<file path="config.mk">
export PLATFORM = sky130hd
export DESIGN_NAME = wk_alarm_ctrl
export DESIGN_NICKNAME = d
export VERILOG_FILES = /design/src/rtl/wk_alarm_pkg.sv /design/src/rtl/wk_btn_cond.sv /design/src/rtl/wk_timekeeper.sv /design/src/rtl/wk_alarm_bank.sv /design/src/rtl/wk_ring_ctl.sv /design/src/rtl/wk_alarm_ctrl.sv
export SDC_FILE = /design/constraint.sdc
export NUM_CORES = 1
export LEC_CHECK = 0
export BUFFER_PORTS_ARGS = -buffer_cell sky130_fd_sc_hd__buf_2
export CAP_MARGIN = 20
export CORE_ASPECT_RATIO = 0.8
export CORE_MARGIN = 5
export CORE_UTILIZATION = 60
export CTS_CLUSTER_SIZE = 24
export DETAILED_ROUTE_END_ITERATION = 6
export PLACE_DENSITY_LB_ADDON = 0.2
export SYNTH_ARGS = -nofsm -noshare
export SYNTH_HDL_FRONTEND = slang
export SYNTH_HIERARCHICAL = 1
export SYNTH_SLANG_ARGS = --single-unit
</file>
<file path="constraint.sdc">
create_clock -name clk -period 4.15 [get_ports clk]
set_input_delay 0.83 -clock clk [delete_from_list [all_inputs] [get_ports clk]]
set_output_delay 0.83 -clock clk [all_outputs]
set_load 0.01 [all_outputs]
</file>
<file path="src/rtl/wk_alarm_pkg.sv">
`timescale 1ns/1ps
package wk_alarm_pkg;

    localparam int WK_DAYS   = 7;
    localparam int WK_SLOT_W = $clog2(WK_DAYS + 1);
    localparam logic [WK_SLOT_W-1:0] WK_SLOT_CLOCK = WK_SLOT_W'(WK_DAYS);
    localparam int WK_NBTN   = 4;

    typedef enum int unsigned {
        BTN_STOP   = 0,
        BTN_SNOOZE = 1,
        BTN_START  = 2,
        BTN_ARM    = 3
    } btn_idx_e;

    typedef struct packed {
        logic [7:0] hh;
        logic [7:0] mm;
        logic [7:0] ss;
    } hms_t;

    typedef struct packed {
        logic       carry;
        logic [7:0] val;
    } bcd_step_t;

    // One BCD digit pair step; wraps to 00 after 'last'.
    function automatic bcd_step_t bcd_step(input logic [7:0] v, input logic [7:0] last);
        bcd_step_t r;
        if (v == last) begin
            r.carry = 1'b1;
            r.val   = 8'h00;
        end else if (v[3:0] == 4'd9) begin
            r.carry = 1'b0;
            r.val   = {v[7:4] + 4'd1, 4'd0};
        end else begin
            r.carry = 1'b0;
            r.val   = {v[7:4], v[3:0] + 4'd1};
        end
        return r;
    endfunction

endpackage

</file>
<file path="src/rtl/wk_btn_cond.sv">
`timescale 1ns/1ps
module wk_btn_cond #(
    parameter int N          = 4,
    parameter bit ACTIVE_LOW = 1'b0
) (
    input  logic         clk,
    input  logic         rst,
    input  logic [N-1:0] raw,
    output logic [N-1:0] press
);
    logic [N-1:0] level;
    logic [N-1:0] prev_q;

    for (genvar g = 0; g < N; g++) begin : g_bit
        assign level[g] = raw[g] ^ ACTIVE_LOW;
        assign press[g] = level[g] & ~prev_q[g];
    end

    always_ff @(posedge clk) begin
        if (rst) prev_q <= '0;
        else     prev_q <= level;
    end

    // a press is a single-cycle event
    a_r9_press_single: assert property (@(posedge clk) disable iff (rst)
        press[0] |=> !press[0]);

endmodule

</file>
<file path="src/rtl/wk_timekeeper.sv">
`timescale 1ns/1ps
module wk_timekeeper
    import wk_alarm_pkg::*;
(
    input  logic clk,
    input  logic rst,
    input  logic tick,
    input  logic ld_en,
    input  hms_t ld_val,
    output hms_t now,
    output logic sec_upd
);
    hms_t      now_q;
    hms_t      nxt;
    bcd_step_t s_st, m_st, h_st;

    always_comb begin
        s_st = bcd_step(now_q.ss, 8'h59);
        m_st = s_st.carry ? bcd_step(now_q.mm, 8'h59) : '{carry: 1'b0, val: now_q.mm};
        h_st = m_st.carry ? bcd_step(now_q.hh, 8'h23) : '{carry: 1'b0, val: now_q.hh};
        nxt  = '{hh: h_st.val, mm: m_st.val, ss: s_st.val};
    end

    always_ff @(posedge clk) begin
        if (rst) begin
            now_q   <= '0;
            sec_upd <= 1'b0;
        end else begin
            sec_upd <= 1'b0;
            if (ld_en) begin
                now_q <= ld_val;
            end else if (tick) begin
                now_q   <= nxt;
                sec_upd <= 1'b1;
            end
        end
    end

    assign now = now_q;

    // midnight rollover
    a_r1_midnight_wrap: assert property (@(posedge clk) disable iff (rst)
        (tick && !ld_en && now_q == 24'h235959) |=> (now_q == 24'h000000));
    // a counted tick always moves the seconds
    a_r1_second_moves: assert property (@(posedge clk) disable iff (rst)
        (tick && !ld_en) |=> (now_q.ss != $past(now_q.ss)));
    // a load overrides a tick
    a_r2_load_wins: assert property (@(posedge clk) disable iff (rst)
        ld_en |=> (now_q == $past(ld_val) && !sec_upd));

endmodule

</file>
<file path="src/rtl/wk_alarm_bank.sv">
`timescale 1ns/1ps
module wk_alarm_bank
    import wk_alarm_pkg::*;
(
    input  logic                 clk,
    input  logic                 rst,
    input  logic                 ld_en,
    input  logic [WK_SLOT_W-1:0] ld_slot,
    input  hms_t                 ld_val,
    input  logic [WK_SLOT_W-1:0] day,
    output hms_t                 today,
    output logic                 today_ok
);
    hms_t bank_q [WK_DAYS];

    for (genvar d = 0; d < WK_DAYS; d++) begin : g_day
        always_ff @(posedge clk) begin
            if (rst)                                         bank_q[d] <= '0;
            else if (ld_en && ld_slot == WK_SLOT_W'(d))      bank_q[d] <= ld_val;
        end
    end

    always_comb begin
        today    = '0;
        today_ok = 1'b0;
        for (int d = 0; d < WK_DAYS; d++) begin
            if (day == WK_SLOT_W'(d)) begin
                today    = bank_q[d];
                today_ok = 1'b1;
            end
        end
    end

    // the no-day code never selects an alarm
    a_r3_no_day: assert property (@(posedge clk) disable iff (rst)
        (day == WK_SLOT_CLOCK) |-> !today_ok);

endmodule

</file>
<file path="src/rtl/wk_ring_ctl.sv">
`timescale 1ns/1ps
module wk_ring_ctl
    import wk_alarm_pkg::*;
#(
    parameter int                SNOOZE_BASE = 180,
    parameter int                JIT_W       = 4,
    parameter int                LFSR_W      = 8,
    parameter logic [LFSR_W-1:0] LFSR_TAPS   = 'hB8
) (
    input  logic clk,
    input  logic rst,
    input  logic sec_upd,
    input  logic armed,
    input  logic today_ok,
    input  hms_t today,
    input  hms_t now,
    input  logic stop_p,
    input  logic snooze_p,
    input  logic start_p,
    input  logic ld_any,
    output logic tone,
    output logic relay
);
    localparam int CNT_W = $clog2(SNOOZE_BASE + (1 << JIT_W) + 1);

    logic [LFSR_W-1:0] lfsr_q;
    logic [CNT_W-1:0]  snz_q, snz_n;
    logic              tone_q, tone_n, relay_q, relay_n;
    logic              match;

    assign match = sec_upd && armed && today_ok && (now == today);

    always_comb begin
        tone_n  = tone_q;
        relay_n = relay_q;
        snz_n   = snz_q;
        if (sec_upd && snz_q != '0) begin
            snz_n = snz_q - CNT_W'(1);
            if (snz_q == CNT_W'(1)) tone_n = 1'b1;
        end
        if (match) begin
            tone_n  = 1'b1;
            relay_n = 1'b1;
            snz_n   = '0;
        end
        if (snooze_p && tone_q) begin
            tone_n = 1'b0;
            snz_n  = CNT_W'(SNOOZE_BASE) + CNT_W'(lfsr_q[JIT_W-1:0]);
        end
        if (start_p) relay_n = 1'b1;
        if (stop_p) begin
            if (tone_q || snz_q != '0) begin
                tone_n = 1'b0;
                snz_n  = '0;
            end else begin
                relay_n = 1'b0;
            end
        end
        if (ld_any) snz_n = '0;
    end

    always_ff @(posedge clk) begin
        if (rst) begin
            lfsr_q  <= LFSR_W'(1);
            snz_q   <= '0;
            tone_q  <= 1'b0;
            relay_q <= 1'b0;
        end else begin
            lfsr_q  <= {lfsr_q[LFSR_W-2:0], ^(lfsr_q & LFSR_TAPS)};
            snz_q   <= snz_n;
            tone_q  <= tone_n;
            relay_q <= relay_n;
        end
    end

    assign tone  = tone_q;
    assign relay = relay_q;

    // a sounding tone always has the relay closed
    a_r4_tone_has_relay: assert property (@(posedge clk) disable iff (rst)
        tone_q |-> relay_q);
    // only a stop press can drop the relay
    a_r5_relay_held: assert property (@(posedge clk) disable iff (rst)
        (relay_q && !stop_p) |=> relay_q);
    // stop always leaves the tone silent
    a_r6_stop_mutes: assert property (@(posedge clk) disable iff (rst)
        stop_p |=> !tone_q);
    // silent while a snooze is pending
    a_r8_snooze_quiet: assert property (@(posedge clk) disable iff (rst)
        (snz_q != '0) |-> !tone_q);
    // the shift register never locks up at zero
    a_r8_lfsr_live: assert property (@(posedge clk) disable iff (rst)
        lfsr_q != '0);

endmodule

</file>
<file path="src/rtl/wk_alarm_ctrl.sv">
`timescale 1ns/1ps
module wk_alarm_ctrl
    import wk_alarm_pkg::*;
#(
    parameter bit BTN_ACTIVE_LOW = 1'b0,
    parameter bit ARM_LATCHING   = 1'b0,
    parameter int SNOOZE_BASE    = 180,
    parameter int JIT_W          = 4
) (
    input  logic                 clk,
    input  logic                 rst,
    input  logic                 sec_tick,
    input  logic                 btn_stop,
    input  logic                 btn_snooze,
    input  logic                 btn_start,
    input  logic                 arm_in,
    input  logic [WK_SLOT_W-1:0] day_of_week,
    input  logic                 ld_valid,
    input  logic [WK_SLOT_W-1:0] ld_slot,
    input  logic [7:0]           ld_hh,
    input  logic [7:0]           ld_mm,
    input  logic [7:0]           ld_ss,
    output logic                 tone_en,
    output logic                 relay_out,
    output logic                 armed,
    output logic [7:0]           now_hh,
    output logic [7:0]           now_mm,
    output logic [7:0]           now_ss
);
    logic [WK_NBTN-1:0] raw, press;
    hms_t               ld_val, now, today;
    logic               ld_time, sec_upd, today_ok, arm_lvl, armed_q;

    assign raw[BTN_STOP]   = btn_stop;
    assign raw[BTN_SNOOZE] = btn_snooze;
    assign raw[BTN_START]  = btn_start;
    assign raw[BTN_ARM]    = arm_in;
    assign arm_lvl         = arm_in ^ BTN_ACTIVE_LOW;
    assign ld_val          = '{hh: ld_hh, mm: ld_mm, ss: ld_ss};
    assign ld_time         = ld_valid && (ld_slot == WK_SLOT_CLOCK);

    wk_btn_cond #(.N(WK_NBTN), .ACTIVE_LOW(BTN_ACTIVE_LOW)) btn_i (
        .clk(clk), .rst(rst), .raw(raw), .press(press));

    always_ff @(posedge clk) begin
        if (rst) armed_q <= 1'b0;
        else     armed_q <= ARM_LATCHING ? arm_lvl : (armed_q ^ press[BTN_ARM]);
    end

    wk_timekeeper time_i (
        .clk(clk), .rst(rst), .tick(sec_tick), .ld_en(ld_time),
        .ld_val(ld_val), .now(now), .sec_upd(sec_upd));

    wk_alarm_bank bank_i (
        .clk(clk), .rst(rst), .ld_en(ld_valid), .ld_slot(ld_slot),
        .ld_val(ld_val), .day(day_of_week), .today(today), .today_ok(today_ok));

    wk_ring_ctl #(.SNOOZE_BASE(SNOOZE_BASE), .JIT_W(JIT_W)) ring_i (
        .clk(clk), .rst(rst), .sec_upd(sec_upd), .armed(armed_q),
        .today_ok(today_ok), .today(today), .now(now),
        .stop_p(press[BTN_STOP]), .snooze_p(press[BTN_SNOOZE]),
        .start_p(press[BTN_START]), .ld_any(ld_valid),
        .tone(tone_en), .relay(relay_out));

    assign armed  = armed_q;
    assign now_hh = now.hh;
    assign now_mm = now.mm;
    assign now_ss = now.ss;

    // disarmed means no new alarm can start the tone
    a_r10_disarmed_silent: assert property (@(posedge clk) disable iff (rst)
        (!armed_q && !tone_en && !press[BTN_SNOOZE] && !relay_out) |=> !tone_en);

endmodule

</file>
After elaboration in Yosys (flattened, before gate mapping)
Memories as Yosys holds them, arrays and structs flattened.
Index checks and enable logic that the tools add are counted.
{"block": "op_classes", "n_addsub": 8, "eq_ne": 21, "muxes": 70, "bitwise": 16, "n_reduce_logical": 31}
{"op": "$mux 24", "n": 16}
{"op": "$mux 8", "n": 10}
{"op": "$mux 1", "n": 41}
{"op": "$mux 9", "n": 3}
{"op": "$add 4x1->4 const B", "n": 6}
{"op": "$eq 24x24->1", "n": 1}
{"op": "$eq 3x3->1 const B", "n": 7}
{"op": "$eq 8x7->1 const B", "n": 2}
{"op": "$logic_and 1x1->1", "n": 13}
{"op": "$eq 3x2->1 const B", "n": 4}
{"op": "$eq 4x4->1 const B", "n": 3}
{"op": "$reduce_bool 3->1", "n": 3}
{"op": "$add 8x4->8 const A", "n": 1}
{"op": "$eq 8x1->1 const B", "n": 1}
{"op": "$eq 8x6->1 const B", "n": 1}
{"op": "$reduce_bool 8->1", "n": 1}
{"op": "$reduce_xor 8->1", "n": 1}
{"op": "$sub 8x1->8 const B", "n": 1}
{"op": "$or 1x1->1", "n": 7}
{"op": "$eq 3x1->1 const B", "n": 2}
{"op": "$logic_not 3->1", "n": 2}
{"op": "$reduce_and 2->1", "n": 3}
{"op": "$reduce_and 3->1", "n": 2}
{"op": "$reduce_bool 2->1", "n": 3}
{"op": "5 further kinds", "n": 12}
{"block": "word_totals", "regBits": 48, "ramBits": 168, "inputBits": 38, "output_inout_bits": 27, "wordCells": 160, "memories": 1}
{"memory": "bank_i.bank_q", "words": 7, "word_bits": 24, "rd": 7, "rd_ports_with_merged_regs": 0, "wr": 7, "line": "wk_alarm_bank.sv:14", "text": "hms_t bank_q [WK_DAYS];"}

Longest topological paths before layout
Gate-level depths: netlist (run 1).
{"block": "depth", "ltp_word": 14, "ltp_mapped": 13, "depth_no_buf": 9}

Modules after synthesis
The synthesis (run 1) kept the hierarchy.
{"module": "wk_alarm_bank", "instances": 1, "cells_per_inst": 603, "area_per_inst_um2": 8095.3, "seq_area_each_um2": 5044.8}
{"module": "wk_timekeeper", "instances": 1, "cells_per_inst": 203, "area_per_inst_um2": 1657.8, "seq_area_each_um2": 500.5}
{"module": "wk_ring_ctl", "instances": 1, "cells_per_inst": 126, "area_per_inst_um2": 1138.6, "seq_area_each_um2": 360.3}
{"module": "wk_btn_cond", "instances": 1, "cells_per_inst": 12, "area_per_inst_um2": 140.1, "seq_area_each_um2": 80.1}
{"module": "wk_alarm_ctrl", "instances": 1, "cells_per_inst": 4, "area_per_inst_um2": 41.3, "seq_area_each_um2": 20.0}

Worst setup path before layout (run 1)
OpenSTA, ideal clock, no wires.
{"block": "synth_path", "kind": "input port to flip-flop", "startpoint": "input day_of_week[1]", "endpoint": "register ring_i.snz_q[2]", "setup_time_ns": 0.127, "arrival_ns": 2.712, "required_ns": 4.023, "slack_ns": 1.311, "stages": 11, "path_buffers": 3, "cell_sequence": "buf_2 -> buf_2 -> mux2i_1 -> o2bb2ai_1 -> a221oi_1 -> nor2_1 -> xor2_1 -> nor4_1 -> and4_1 -> buf_2 -> o32ai_1"}
{"item": "start: declaration", "line": "wk_alarm_ctrl.sv:17", "text": "input logic [WK_SLOT_W-1:0] day_of_week,"}
{"item": "end signal: assignment", "line": "wk_ring_ctl.sv:70", "text": "snz_q <= snz_n;"}
{"item": "end: declaration", "line": "wk_ring_ctl.sv:27", "text": "logic [CNT_W-1:0] snz_q, snz_n;"}

==> results of run 1 <==
==> cells by family (layout without fill, tap and decap cells) <==
| family | count (synthesis) | count (layout) | synth area share |
|---|---|---|---|
| compound gates | 179 | 179 | 0.1253 |
| flops | 216 | 216 | 0.5424 |
| simple gates | 369 | 369 | 0.2045 |
| fa+ha+maj | 16 | 16 | 0.01808 |
| buf+inv | 86 | 159 | 0.03638 |
| xor+xnor | 32 | 32 | 0.02531 |
| mux | 50 | 50 | 0.04802 |
==> per-layer routing <==
metal	track usage	routed length (µm)	vias to the layer above
met5	0	0	-
met4	0.07046	819	0
met3	0.04508	2460	58
met2	0.4110	13280	365
met1	0.3867	12340	3800
li1	-	-	3613
==> Yosys cell counts (5+ instances only) <==
cell,n,area [µm²]
sky130_fd_sc_hd__a211oi_1,5,37.54
sky130_fd_sc_hd__a21oi_1,39,195.2
sky130_fd_sc_hd__a221oi_1,26,227.7
sky130_fd_sc_hd__a221oi_2,5,75.07
sky130_fd_sc_hd__a31o_2,5,43.79
sky130_fd_sc_hd__a31oi_1,9,56.30
sky130_fd_sc_hd__and2_1,169,1057
sky130_fd_sc_hd__and3b_1,5,43.79
sky130_fd_sc_hd__buf_2,26,130.1
sky130_fd_sc_hd__clkbuf_1,21,78.83
sky130_fd_sc_hd__clkbuf_2,8,40.04
sky130_fd_sc_hd__dfxtp_1,48,960.9
sky130_fd_sc_hd__edfxtp_1,168,5045
sky130_fd_sc_hd__ha_1,16,200.2
sky130_fd_sc_hd__inv_1,22,82.58
sky130_fd_sc_hd__mux2_2,25,281.5
sky130_fd_sc_hd__mux2i_1,25,250.2
sky130_fd_sc_hd__nand2_1,29,108.9
sky130_fd_sc_hd__nand2b_1,31,193.9
sky130_fd_sc_hd__nand3_1,12,60.06
sky130_fd_sc_hd__nand4_1,7,43.79
sky130_fd_sc_hd__nor2_1,43,161.4
sky130_fd_sc_hd__nor2b_1,16,100.1
sky130_fd_sc_hd__nor3_1,10,50.05
sky130_fd_sc_hd__o21ai_0,10,50.05
sky130_fd_sc_hd__o2bb2ai_1,24,210.2
sky130_fd_sc_hd__o31ai_1,5,37.54
sky130_fd_sc_hd__o32ai_1,29,254.0
sky130_fd_sc_hd__xnor2_1,17,148.9
sky130_fd_sc_hd__xor2_1,15,131.4
==> state kept, by name, indices dropped and copies added (netlist names) <==
name and flops:
ring_i/tone 1, time_i/now 24, ring_i/snz_q 8, btn_i/prev_q 4, ring_i/lfsr_q 8, ring_i/relay 1, armed 1, bank_i/bank_q 168
time_i/sec_upd 1
==> stage by stage <==
step / hold slack [ns] / total power [µW]
after detailed placement: 0.4366 / 3035
after CTS: 0.4497 / 4985
after floorplan: 0.4138 / 2843
after global routing: 0.4645 / 5141
final: 0.4482 / 4985
after global placement: 0.4205 / 3026
==> worst max path at each step <==
stage,to,depth (start not counted),slack (ns)
final,ring_i/snz_q[2]$_SDFF_PP0_,10,0.85
after CTS,ring_i/snz_q[2]$_SDFF_PP0_,10,0.93
after global routing,ring_i/relay$_SDFF_PP0_,10,0.78
after floorplan,ring_i/snz_q[2]$_SDFF_PP0_,11,1.31
after detailed placement,ring_i/snz_q[2]$_SDFF_PP0_,10,0.42
after global placement,ring_i/snz_q[4]$_SDFF_PP0_,10,0.47
==> cell usage in the layout (no fill, tap or decap), drive strengths merged, types with 4 or more instances in the layout <==
cell type,instances
a211oi,5
a21oi,39
a221oi,31
a31o,5
a31oi,9
and2,169
and3b,6
buf,93
clkbuf,33
clkinv,6
dfxtp,48
edfxtp,168
ha,16
inv,25
mux2,25
mux2i,25
nand2,33
nand2b,32
nand3,13
nand3b,4
nand4,7
nor2,44
nor2b,20
nor3,15
nor4,4
o21ai,10
o2bb2ai,24
o31ai,5
o32ai,29
xnor2,17
xor2,15
==> report_power, final <==
part	internal (µW)	switching [µW]	total [µW]	leakage, µW
clock	1150	841	1990	0.000348
sequential	2460	60.8	2520	0.00201
combinational	180	300	480	0.00221
total	3780	1200	4990	0.00458
==> final cells by class <==
type | instances | area, µm² | share of cell area
clock buffer | 33 | 644.4 | 0.05219
clock inverter | 8 | 73.82 | 0.005980
inverter | 25 | 93.84 | 0.007601
multi-input combinational | 646 | 4674 | 0.3786
sequential | 216 | 6006 | 0.4865
tap | 230 | 287.8 | 0.02331
timing repair buffer | 93 | 565.5 | 0.04581
==> reports/summary.md, run 1 <==
The kind of cell with the highest combined delay along the critical path is simple AND/OR/NAND/NOR gates. The areal power density over the cells was 403.8 nW/µm²; the number of diodes was 0. The startpoint identified for the worst hold timing path is ring_i/lfsr_q[6]$_SDFF_PP0_.

The floorplan step defined a core boundary enclosing 18170 µm². The run gives 0.5424 as the sequential element share of the synthesized area. The worst setup skew after layout was 0.01519 ns; the HPWL after detailed placement was 18.11 mm. The net count after synthesis is 1002, and the count of final setup violators is 0. Across the run, the number of max-cap violations was 0. In this run the clock root is driven by a sky130_fd_sc_hd__clkbuf_16. The logs give 4.52 ns for the required time of the worst setup path and 23 for the number of buffers created by CTS.

The remaining number of nets flagged by the antenna check after routing came out at 0. Post-CTS repair changed the size of 0 cells. Across all register-to-register paths, the minimum setup slack is 1.47 ns. The initial antenna violation count was 0; the maximum number of pins on one net before global-route repair was 44. The proportion of register bits with asynchronous set or reset after synthesis works out to 0. STA puts the critical path data arrival time at 3.67 ns. The tools report the reg-to-reg critical path startpoint as bank_i/bank_q[2][19]$_SDFFCE_PN0P_. The total wire length was 28.90 mm; the maximum count of clock buffers along a single path was 3. The die is 131.5 µm tall. Timing analysis after detailed placement gives a worst setup slack of 0.4214 ns.

The tightest min-delay check is of the reg -> reg type. The clock drives 216 sinks. The die span in x was 161.9 µm. For the insertion delay of the later-clocked pin in the worst-skew pair, the log shows 0.51 ns. After routing the design area is 12350 µm². After layout, the minimum clock period comes to 3.295 ns.

The final standard cell utilization of the core is 0.6795. The final critical-path share of the clock period was 0.7941. The register bit total from synthesis is 216. After floorplanning, the core was divided into 44 placement rows.

IR analysis of the VDD net gives a maximum drop of 0.3596 mV. During placement, the flow inserted port buffers numbering 64. For this run, the top clock speed supported by timing is 0.3035 GHz. The flow ran to the end, and the final reports show no timing, DRC or antenna violations. The final count of pins violating max slew was 0; the total global routing track utilization was 0.2639. The worst register-to-register path ends at ring_i/snz_q[2]$_SDFF_PP0_. The master of the slowest instance on the critical path was sky130_fd_sc_hd__nor4_1. The count of flip-flops with a built-in enable after synthesis is 168.

The flip-flop cell with the highest count after synthesis was sky130_fd_sc_hd__edfxtp_1. The count of endpoints failing hold in the final timing report was 0; the transition at the pin with the smallest max-transition slack was 1.097 ns. STA classifies the critical path startpoint as a primary input.

The run gives 0.2665 as the normalized max-slew margin. The critical path in this run is classified as in -> reg. The analysis attributes to cell leakage a power of 0.004576 µW. After clock tree synthesis, the clock-pin slew on the worst setup and hold paths is 0.06 ns. The final route contains 7836 vias. Counting distinct cell types in the post-synthesis netlist gives 73. The floorplan step defined a die boundary enclosing 21290 µm².

After layout, the worst setup slack is 0.8546 ns. Relative to the synthesized area, the layout overhead comes to 11.49%. In this run, the number of DRC markers left after iteration 0 of detailed routing was 854. The run gives 7550 as the number of global-route vias before repair. The first global-routing pass estimated 43.91 mm of wire. At the end of the flow, the number of nets in the layout was 1059. For this design the top-level I/O count stands at 65. Of all nets on the critical path, the largest fanout is 35. The first-pass iteration count of the detailed router was 6.

During synthesis, Yosys emitted a total of 6 warnings. In this run, placement finished with an instance count of 1210. The logs give 1251 for the final non-filler cell total and 948 for the synthesized instance count.

Once placement finished, the instance area stood at 11630 µm². Routability-driven placement finished with a final weighted congestion of 0.8483. After clock tree synthesis, the flow added hold-fix buffers numbering 0. The detailed-route wire length per cell came out at 23.10 µm. The initial cell density of the core came out at 0.6095. The biggest cell delay along the critical path was 0.67 ns. The ratio of cells with drive above 1 in the final layout was 0.1861; the number of remaining DRC errors was 0. The global route total overflow is 0, and the post-CTS setup repair buffer count is 0. Summed over all failing endpoints, the final setup total negative slack is 0 ns.

The cell area that synthesis handed to floorplanning was 11070 µm². The number of fill cells is 1341. Traced cell by cell, the critical path runs through buf_4 > buf_12 > mux2i_1 > o2bb2ai_1 > a221oi_1 > nor2_1 > xor2_1 > nor4_1 > and4_1 > o32ai_1.

STA classifies the critical path endpoint as a flip-flop. The total buffers and inverters traversed by the critical path came out at 2. TritonCTS built the clock tree. The worst hold path endpoint was ring_i/lfsr_q[7]$_SDFF_PP0_. The depth of the worst hold-timing path is 1, and the per-cell via count in the routed design is 6.264. Launch point of the worst path: day_of_week[1].

The maximum level of the CTS H-tree is 1, and the depth of the worst register-to-register path is 8. Setup repair after global routing left no endpoint under its margin. Dividing the synthesized area by the synthesized cell count gives 11.68 µm².
Note: power is estimated with default switching activity, not from simulation.
==> run 2: changes to the inputs <==
==> constraint.sdc (replaced) <==
create_clock -name clk -period 3.4 [get_ports clk]
set_input_delay 0.68 -clock clk [delete_from_list [all_inputs] [get_ports clk]]
set_output_delay 0.68 -clock clk [all_outputs]
set_load 0.01 [all_outputs]
==> reports/summary.md, run 2 (same netlist as run 1, synthesis figures left out) <==
The run finished with clean final reports. The maximum number of pins on one net before global-route repair is 49 (was 44). The tools report the launching element type of the critical path as a primary input (unchanged). The run gives 0.8546 (was 0.8483) as the weighted congestion reported at the end of routability-driven placement.

Setup repair after global routing left no endpoint under its margin. The areal power density over the cells is 481.9 nW/µm² (was 403.8 nW/µm²). The number of standard-cell rows in the floorplan was 44 (unchanged); the die span in x was 161.9 µm (unchanged).

The fraction of met2 tracks used by global routing was 0.3868 (was 0.4110); the clock-pin transition on the worst setup and hold timing paths was 0.06 ns (about the same). The tools report the count of max-cap constraint violations as 0 (unchanged). The run gives 0 (unchanged) as the count of final setup violators. The logs give 0.004577 µW (was 0.004576 µW) for the leakage power of the design and 0 (unchanged) for the number of remaining DRC errors. The peak supply drop was 0.4370 mV (was 0.3596 mV). The final non-filler cell total was 1253 (was 1251); the combinational group share of total power was 0.099 (was 0.096).

The run gives 3.35 ns (was 3.67 ns) as the signal arrival time at the worst endpoint. Switching power: 1444 µW (was 1202 µW). The number of DRC markers in iteration 0 was 928 (was 854). The most common cell after layout, fill and taps aside was sky130_fd_sc_hd__and2_1 (unchanged). Detailed-route wire length per cell: 22.61 µm (was 23.10 µm). The maximum operating frequency came out at 0.3367 GHz.

First-pass GRT wire length: 43.94 mm (was 43.91 mm). The count of clock tree sinks is 216 (unchanged), and the number of flip-flops in the largest register is 168 (unchanged). The per-cell via count in the routed design works out to 6.279 (was 6.264). The number of diodes is 0 (unchanged). The number of buffers created by CTS is 22 (was 23). The logs give 0 (unchanged) for the count of endpoints failing hold in the final timing report and 0 (unchanged) for the count of hold buffers inserted by post-cts repair. The tools report the insertion delay of the later-clocked pin in the worst-skew pair as 0.51 ns (about the same). The initial cell density of the core was 0.6095 (unchanged); the remaining number of nets flagged by the antenna check after routing was 0 (unchanged). The number of buffers inserted by port buffering was 64 (unchanged).

The maximum count of clock buffers along a single path is 3 (unchanged). Quantity of gates resized following cts: 0 (unchanged). The logs give 0.516 (was 0.505) for the part of the total power dissipated in sequential elements and 0.3954 (was 0.3867) for the global routing usage on met1. The first-pass iteration count of the detailed router came out at 5 (was 6). Leading cell types in the layout, fill and taps excluded: 169 x sky130_fd_sc_hd__and2_1, 168 x sky130_fd_sc_hd__edfxtp_1, 63 x sky130_fd_sc_hd__buf_2 (unchanged). The logs give 1213 (was 1210) for the number of placed instances with taps included and 0 (unchanged) for the final count of pins violating max slew.

The logs give 0 (unchanged) for the global route total overflow and 0.2890 (was 0.2665) for the normalized max-slew margin. The transition at the pin with the smallest max-transition slack is 1.066 ns (was 1.097 ns), and the HPWL after detailed placement is 18.23 mm (was 18.11 mm). The largest fanout on the critical path was 35 (unchanged).

Highest-utilization routing layer at the global route stage: met1 (was met2). The met3 routing resource usage after global routing was 0.04822 (was 0.04508). The vertical die dimension was 131.5 µm (unchanged). Counting I/O delays and the setup requirement, the final critical path takes 2.970 ns. The post-CTS setup repair buffer count is 0 (unchanged), and the maximum level of the CTS H-tree is 1 (unchanged). The required time of the worst setup path is 3.78 ns (was 4.52 ns). The register with the most flip-flops was bank_i/bank_q (unchanged). The tools report the critical register-to-register path endpoint as ring_i/snz_q[5]$_SDFF_PP0_ (was ring_i/snz_q[2]$_SDFF_PP0_). The core box area came out at 18170 µm² (unchanged). Depth of the worst hold-timing path: 2 (was 1). The final critical-path share of the clock period was 0.8734. The layout overhead on the synthesized area was 11.56% (was 11.49%). TritonCTS built the clock tree. The switching portion of total power is 0.2426 (was 0.2411).

Class of the tightest hold or removal check: in -> reg (was reg -> reg). The initial antenna violation count is 2 (was 0), and the depth of the worst register-to-register path is 8 (unchanged). The total global routing track utilization was 0.2630 (was 0.2639). The count of vias placed by the detailed router is 7868 (was 7836), and the final layout net count is 1061 (was 1059). The tools report the kind of end point of the critical path as a flip-flop (unchanged). The internal reg-to-reg setup slack is 0.78 ns (was 1.47 ns), and the ratio of cells with drive above 1 in the final layout is 0.1887 (was 0.1861). The worst hold path endpoint is btn_i/prev_q[2]$_SDFF_PP0_ (was ring_i/lfsr_q[7]$_SDFF_PP0_). The launch instance of the worst min-delay path was btn_start (was ring_i/lfsr_q[6]$_SDFF_PP0_). For the final hold slack, the log shows 0.3926 ns (was 0.4482 ns).

The run gives 21290 µm² (unchanged) as the area of the die. The reg-to-reg critical path startpoint is bank_i/bank_q[0][19]$_SDFFCE_PN0P_ (was bank_i/bank_q[2][19]$_SDFFCE_PN0P_). The number of fill cells is 1335 (was 1341), and the total wire length is 28.34 mm (was 28.90 mm). Clock network fraction of total power: 0.385 (was 0.398). The total internal power was 4509 µW (was 3783 µW). I/O pin total: 65 (unchanged). The run gives 7639 (was 7550) as the number of global-route vias before repair. The tools report the buffer cell driving the clock tree root as sky130_fd_sc_hd__clkbuf_16 (unchanged). The class of the most critical setup path is in -> reg (unchanged). For the worst setup skew after layout, the log shows 0.008314 ns (was 0.01519 ns).
## run 2: layout make-up
cell class,instances,area [µm²],share of cell area
well taps,230,287.8,0.02330
clock buffers,31,625.6,0.05064
clock inverters,9,52.55,0.004254
repair buffers,96,613.1,0.04963
flip-flops and latches,216,6006,0.4862
inverters,25,93.84,0.007596
multi-input cells,646,4674,0.3784
## run 2: worst max-delay path by stage
| stage | from | endpoint | slack [ns] | depth (start not counted) |
|---|---|---|---|---|
| 2_1_floorplan | day_of_week[1] | ring_i/snz_q[2]$_SDFF_PP0_ | 0.71 | 11 |
| 6_report | day_of_week[1] | ring_i/snz_q[5]$_SDFF_PP0_ | 0.43 | 10 |
| 3_3_place_gp | day_of_week[1] | ring_i/snz_q[2]$_SDFF_PP0_ | 0.03 | 9 |
| 3_5_place_dp | day_of_week[1] | ring_i/snz_q[4]$_SDFF_PP0_ | -0.02 | 10 |
| 5_1_grt | day_of_week[1] | ring_i/snz_q[6]$_SDFF_PP0_ | 0.32 | 10 |
| 4_1_cts | day_of_week[1] | ring_i/snz_q[5]$_SDFF_PP0_ | 0.50 | 10 |
## run 2: worst max-delay path: stages
cell and delay (ns):
sky130_fd_sc_hd__buf_4 0.19, sky130_fd_sc_hd__buf_12 0.24, sky130_fd_sc_hd__mux2i_1 0.23, sky130_fd_sc_hd__o2bb2ai_1 0.09, sky130_fd_sc_hd__a221oi_1 0.24, sky130_fd_sc_hd__nor2_1 0.10
sky130_fd_sc_hd__xor2_1 0.17, sky130_fd_sc_hd__nor4_1 0.68, sky130_fd_sc_hd__and4_1 0.54, sky130_fd_sc_hd__o32ai_1 0.16
## run 2: through the flow
step	utilization	instance area, µm²	setup WS [ns]	setup TNS, ns	total power [µW]
floorplan	-	11070	0.7111	0	3470
CTS	0.6800	12350	0.4952	0	5968
global placement	0.6426	11670	0.02756	0	3691
global route	0.6800	12350	0.3241	0	6165
finish	0.6800	12350	0.4303	0	5953
detailed placement	0.6426	11670	-0.02276	-0.1121	3705
## run 2: power by group through the flow
stage	Clock [µW]	Sequential, µW	Combinational [µW]
after floorplan	0	3110	363
after detailed placement	0	3130	579
after CTS	2310	3070	584
after global routing	2450	3080	635
after global placement	0	3120	568
final	2290	3070	588
## run 2: per-layer routing
metal	routed length [µm]	vias up
met1	12220	3811
li1	-	3626
met3	2506	63
met5	34	-
met2	12640	364
met4	936	4
